==> src/rtl/i2cm_csr.sv <==
`timescale 1ns/1ps
module i2cm_csr #(
  parameter int DEPTH = 4,
  parameter int CW    = 10,
  parameter int TW    = 16
) (
  input  logic          clk,
  input  logic          rst_n,
  input  logic [7:0]    bus_addr,
  input  logic          bus_wr,
  input  logic          bus_rd,
  input  logic [31:0]   bus_wdata,
  output logic [31:0]   bus_rdata,
  output logic          irq,
  output logic [CW-1:0] tx_cmd,
  output logic          tx_avail,
  input  logic          tx_pop,
  input  logic [7:0]    rx_byte,
  input  logic          rx_push,
  input  logic          ev_start,
  input  logic          ev_stop,
  input  logic          ev_done,
  input  logic          ev_arb_lost,
  input  logic          ev_nack,
  input  logic          eng_busy,
  output logic          eng_abort,
  output logic [TW-1:0] scl_high,
  output logic [TW-1:0] scl_low
);
  localparam int PW = $clog2(DEPTH);

  logic [CW-1:0] txm [DEPTH];
  logic [7:0]    rxm [DEPTH];
  logic [PW:0]   tw, tr, rw, rr;
  logic          srst, done_f, arb_f, nack_f, active;
  logic [4:0]    en;

  wire sel_q   = bus_addr == 8'h00;
  wire sel_sts = bus_addr == 8'h04;
  wire sel_ctl = bus_addr == 8'h08;

  wire tx_empty = tw == tr;
  wire rx_empty = rw == rr;
  wire tx_full  = (tw[PW] != tr[PW]) && (tw[PW-1:0] == tr[PW-1:0]);
  wire rx_full  = (rw[PW] != rr[PW]) && (rw[PW-1:0] == rr[PW-1:0]);

  wire srst_req = bus_wr && sel_ctl && bus_wdata[8];
  wire flush    = srst || srst_req;
  wire tx_in    = bus_wr && sel_q && !tx_full && !flush;
  wire tx_out   = tx_pop && !tx_empty && !flush;
  wire rx_in    = rx_push && !rx_full && !flush;
  wire rx_out   = bus_rd && sel_q && !rx_empty && !flush;
  wire sts_wr   = bus_wr && sel_sts;
  wire drq      = active && tx_empty;

  wire [8:0] sts = {tx_full, rx_full, tx_empty, rx_empty, active, drq, nack_f, arb_f, done_f};

  assign tx_cmd    = txm[tr[PW-1:0]];
  assign tx_avail  = !tx_empty;
  assign eng_abort = srst;
  assign irq = (arb_f & en[0]) | (nack_f & en[1]) | (drq & en[2]) |
               (rx_full & en[3]) | (!rx_empty & en[4]);

  always_ff @(posedge clk) begin
    if (tx_in) txm[tw[PW-1:0]] <= bus_wdata[CW-1:0];
    if (rx_in) rxm[rw[PW-1:0]] <= rx_byte;
  end

  always_ff @(posedge clk or negedge rst_n) begin
    if (!rst_n) begin
      {tw, tr, rw, rr} <= '0;
      {srst, done_f, arb_f, nack_f, active} <= '0;
      en <= '0;
      scl_high <= '0;
      scl_low  <= '0;
    end else begin
      if (flush) begin
        {tw, tr, rw, rr} <= '0;
      end else begin
        if (tx_in)  tw <= tw + 1'b1;
        if (tx_out) tr <= tr + 1'b1;
        if (rx_in)  rw <= rw + 1'b1;
        if (rx_out) rr <= rr + 1'b1;
      end
      if (srst_req) srst <= 1'b1;
      else if (srst && !eng_busy) srst <= 1'b0;
      done_f <= ev_done     | (done_f & !(sts_wr & bus_wdata[0]));
      arb_f  <= ev_arb_lost | (arb_f  & !(sts_wr & bus_wdata[1]));
      if (flush) active <= 1'b0;
      else if (ev_start) active <= 1'b1;
      else if (ev_stop) active <= 1'b0;
      if (flush || ev_start) nack_f <= 1'b0;
      else if (ev_nack) nack_f <= 1'b1;
      if (bus_wr && sel_ctl) en <= bus_wdata[4:0];
      if (bus_wr && bus_addr == 8'h0C) scl_high <= bus_wdata[TW-1:0];
      if (bus_wr && bus_addr == 8'h10) scl_low  <= bus_wdata[TW-1:0];
    end
  end

  always_comb begin
    bus_rdata = '0;
    case (bus_addr)
      8'h00: bus_rdata[7:0]    = rx_empty ? 8'h00 : rxm[rr[PW-1:0]];
      8'h04: bus_rdata[8:0]    = sts;
      8'h08: bus_rdata[8:0]    = {srst, 3'b000, en};
      8'h0C: bus_rdata[TW-1:0] = scl_high;
      8'h10: bus_rdata[TW-1:0] = scl_low;
      default: bus_rdata = '0;
    endcase
  end

  AST_SRST_HOLD: assert property (@(posedge clk) disable iff (!rst_n)
    srst && eng_busy |=> srst);
  AST_SRST_FLUSHED: assert property (@(posedge clk) disable iff (!rst_n)
    srst |-> tx_empty && rx_empty && !active);
  AST_DONE_SET_WINS: assert property (@(posedge clk) disable iff (!rst_n)
    ev_done |=> done_f);
  AST_TX_FULL_DROP: assert property (@(posedge clk) disable iff (!rst_n)
    tx_full && !tx_pop && !flush |=> tx_full);
  AST_RX_EMPTY_READ: assert property (@(posedge clk) disable iff (!rst_n)
    bus_rd && sel_q && rx_empty && !flush |=> $stable(rr));
  AST_IRQ_NEEDS_EN: assert property (@(posedge clk) disable iff (!rst_n)
    en == 5'd0 |-> !irq);
  AST_ACTIVE_STOP: assert property (@(posedge clk) disable iff (!rst_n)
    ev_stop && !ev_start |=> !active);
endmodule

==> config.mk <==
export PLATFORM = sky130hd
export DESIGN_NAME = i2cm_csr
export DESIGN_NICKNAME = d
export VERILOG_FILES = /design/src/rtl/i2cm_csr.sv
export SDC_FILE = /design/constraint.sdc
export NUM_CORES = 1
export LEC_CHECK = 0
export BUFFER_PORTS_ARGS = -buffer_cell sky130_fd_sc_hd__buf_4
export CAP_MARGIN = 0
export CORE_ASPECT_RATIO = 2
export CORE_MARGIN = 4
export CORE_UTILIZATION = 40
export CTS_CLUSTER_SIZE = 12
export DETAILED_ROUTE_END_ITERATION = 6
export PLACE_DENSITY = 0.69
export RECOVER_POWER = 100
export REMOVE_ABC_BUFFERS = 1
export SLEW_MARGIN = 20
export SYNTH_ARGS = -nofsm -noshare
export SYNTH_HDL_FRONTEND = slang
export SYNTH_SLANG_ARGS = --single-unit
==> constraint.sdc <==
create_clock -name clk -period 3.98 [get_ports clk]
set_clock_uncertainty 0.2 [all_clocks]
set_input_delay 0.995 -clock clk [delete_from_list [all_inputs] [get_ports clk]]
set_output_delay 0.995 -clock clk [all_outputs]
set_load 0.02 [all_outputs]
==> flow_metrics.env <==
export IMPL_maxCapViolations=0
export IMPL_ys_ff_latch=126
export IMPL_synthXorXnorAreaFrac_pct=2.00
export IMPL_combPwrFrac_pct=20.7
export IMPL_swShare_pct=29.3
export IMPL_synth_cell_types=49
export IMPL_startpoint_type="input pin"
export IMPL_synth_top_family_by_area="multiplexers"
export IMPL_clkPwrFrac_pct=36.2
export IMPL_p_seq_share_pct=43.1
export IMPL_worst_pin_slew_ns=1.44
export IMPL_path_class="in -> out"
export IMPL_p_int_mw=2.60
export IMPL_ys_flop_type="edfxtp_1"
export IMPL_ctsHoldBuffers=0
export IMPL_vias=3651
export IMPL_synthToLayoutAreaGrowth_pct=20.4
export IMPL_synthSimpleGateAreaFrac_pct=7.74
export IMPL_slowest_stage="and4_1"
export IMPL_cts_sinks=126
export IMPL_synth_adder_area_share_pct=2.20
export IMPL_timing_fmax_ghz=0.263
export IMPL_antenna_found_initial=0
export IMPL_io_buffers=104
export IMPL_worstPathMaxFanout=8
export IMPL_grt_max_degree=55
export IMPL_synthMuxAreaShare_pct=16.0
export IMPL_cellPowerDensity_nw_per_um2=538
export IMPL_clk_pin_slew_ns=0.05
export IMPL_cts_tree="done"
export IMPL_ys_seq_area_share_pct=61.8
export IMPL_slew_headroom_pct=4.17
export IMPL_worstPathRequired_ns=2.78
export IMPL_gp_congestion=0.851
export IMPL_cp_end_kind="output pin"
export IMPL_dieArea_um2=16300
export IMPL_crit_chain="clkbuf_1, nor3_4, clkbuf_1, and4_1, a22o_1, clkbuf_1"
export IMPL_synth_warnings=0
export IMPL_syn_inst=382
export IMPL_tns_ns=0
export IMPL_start_util_pct=40.7
export IMPL_cts_max_path_buffers=2
export IMPL_cts_max_level=4
export IMPL_routed_wl_mm=13.6
export IMPL_ys_async_sr_fraction_pct=42.9
export IMPL_switchingPower_mw=1.08
export IMPL_grt_pass1_vias=3834
export IMPL_drive_above_1_share_pct=23.4
export IMPL_cp_arrival_ns=2.60
export IMPL_outcome="finished, final reports clean"
export IMPL_grt_total_usage_pct=17.3
export IMPL_cts_resized=0
export IMPL_p_total_mw=3.68
export IMPL_num_fill_cells=1267
export IMPL_final_util_pct=49.0
export IMPL_wl_per_cell_um=19.3
export IMPL_synth_compound_gate_area_share_pct=6.23
export IMPL_core_um2=14000
export IMPL_num_rows=61
export IMPL_ant_nets=0
export IMPL_min_path_type="reg -> reg"
export IMPL_drv_slew=0
export IMPL_cpPeakStageDelay_ns=0.52
export IMPL_grt_pass1_wl_mm=20.9
export IMPL_overflow=0
export IMPL_drtIter0Drc=219
export IMPL_antenna_cells=0
export IMPL_clk_latency_ns=0.41
export IMPL_post_route_period_util_pct=95.4
export IMPL_cellLeakagePower_nw=2.68
export IMPL_crit_top_cell="clkbuf_1"
export IMPL_routed_via_density=5.21
export IMPL_ioPinCount=137
export IMPL_drt_first_pass_iters=4
export IMPL_drcViolationCount=0
export IMPL_cts_buffers_inserted=17
export IMPL_hold_viol=0
export IMPL_synth_avg_cell_area_um2=14.9
export IMPL_min_period_ns=3.80
export IMPL_cts_root_buf="clkbuf_16"
export IMPL_ir_worst_vdd_uv=290
export IMPL_synth_edf_count=72
export IMPL_dp_hpwl_mm=10.3
export IMPL_final_net_count=570
export IMPL_rsz0062_at_grt="no"
export IMPL_chipHeight_um=177
export IMPL_setup_viol=0
export IMPL_synthesis_area_um2=5690
export IMPL_die_width_um=92.3
export IMPL_post_cts_repair_setup_buffers=0
==> cells in the final DEF, fill, tap and decap left out, types with 3 or more instances in the layout <==
cell type   count
a21oi_1        12
a22o_1          7
and2_0          3
and3_1          6
buf_4          30
clkbuf_1       84
clkbuf_16      17
clkbuf_2        3
clkinv_2        5
clkinvlp_4      6
conb_1         16
dfrtp_1        54
edfxtp_1       72
ha_1           10
inv_1           9
mux2_2         37
mux2i_1         9
mux4_2         18
nand2_1        14
nand3_1        13
nand4_1         4
nor2_1         18
nor3_1          4
o211ai_1        8
o21ai_0         3
o311ai_0        3
o31ai_1         6
or4_1           3
xnor2_1         5
xor2_1          8
==> power groups by stage <==
stage	registers, mW	logic (mW)	clock network, mW
after floorplan	1.65	0.457	0
after global placement	1.60	0.833	0
after detailed placement	1.61	0.848	0
after CTS	1.59	0.852	1.36
after global routing	1.60	0.839	1.42
final	1.59	0.761	1.33
==> flip-flops by register name, indices dropped and copies added (netlist names) <==
signal	count
txm	40
rxm	32
scl_high	16
scl_low	16
en	5
rr	3
rw	3
tr	3
tw	3
active	1
arb_f	1
done_f	1
eng_abort	1
nack_f	1
==> final timing paths <==
| kind | from | end | slack (ns) | cells past startpoint |
|---|---|---|---|---|
| worst max-delay path | bus_addr[5] | bus_rdata[15] | 0.18 | 6 |
| worst min-delay path | done_f | done_f | 0.29 | 1 |
| worst max register to register | tr[1] | txm[0][0] | 1.17 | 5 |
| worst min register to register | done_f | done_f | 0.29 | 1 |
| max in group asynchronous | rst_n | scl_high[12] | 1.98 | 1 |
| min in group asynchronous | rst_n | rw[2] | 0.71 | 1 |
==> critical path: cells and delay by family <==
family                 cells  cell delay, ns
AND/OR/NAND/NOR            2            0.77
buffers and inverters      3            0.60
AO/OA/AOI/OAI              1            0.23
==> stage by stage <==
stage	instances	instance area [um2]	hold slack, ns	worst slack (ns)
CTS	701	7180	0.299	0.233
finish	701	6850	0.294	0.183
global route	701	6850	0.321	0.0738
floorplan	365	5550	0.248	0.608
global placement	670	6670	0.269	0.372
detailed placement	670	6670	0.279	0.347
==> area by class of cell <==
type	count	area [um2]	area share, %
sequential	126	3510	51.3
multi-input combinational	230	1990	29.1
timing repair buffer	116	552	8.06
clock buffer	19	443	6.47
tap	189	236	3.45
clock inverter	12	73.8	1.08
inverter	9	33.8	0.493
==> cell families (layout without fill, tap and decap cells) <==
family,after synthesis,in the layout
AO/OA/AOI/OAI,49,49
XOR/XNOR,13,13
adder cells (fa/ha/maj),10,10
buffers and inverters,41,156
flip-flops,126,126
multiplexers,64,64
other,1,16
AND/OR/NAND/NOR,78,78
==> Yosys cell counts, drive strengths merged (4+ instances only) <==
cell | number | area, um2
nor2 | 18 | 70.1
dfrtp | 54 | 1350
a22o | 7 | 61.3
o31ai | 6 | 45.0
xor2 | 8 | 70.1
mux2 | 37 | 417
nand4 | 4 | 31.3
ha | 10 | 125
nand2 | 14 | 55.1
o211ai | 8 | 60.1
clkbuf | 8 | 30.0
xnor2 | 5 | 43.8
edfxtp | 72 | 2160
nand3 | 13 | 65.1
mux2i | 9 | 90.1
a21oi | 12 | 60.1
inv | 9 | 33.8
nor3 | 6 | 52.6
and3 | 6 | 37.5
buf | 24 | 161
mux4 | 18 | 405
==> metal layers <==
metal | GRT usage [%] | wire length, um | vias up
met4 | 11.0 | 637 | 0
met2 | 31.1 | 7550 | 120
met3 | 3.87 | 499 | 34
met1 | 17.6 | 4870 | 1825
li1 | - | - | 1672
met5 | 0 | 0 | -
(Power assumes the default switching activity.)
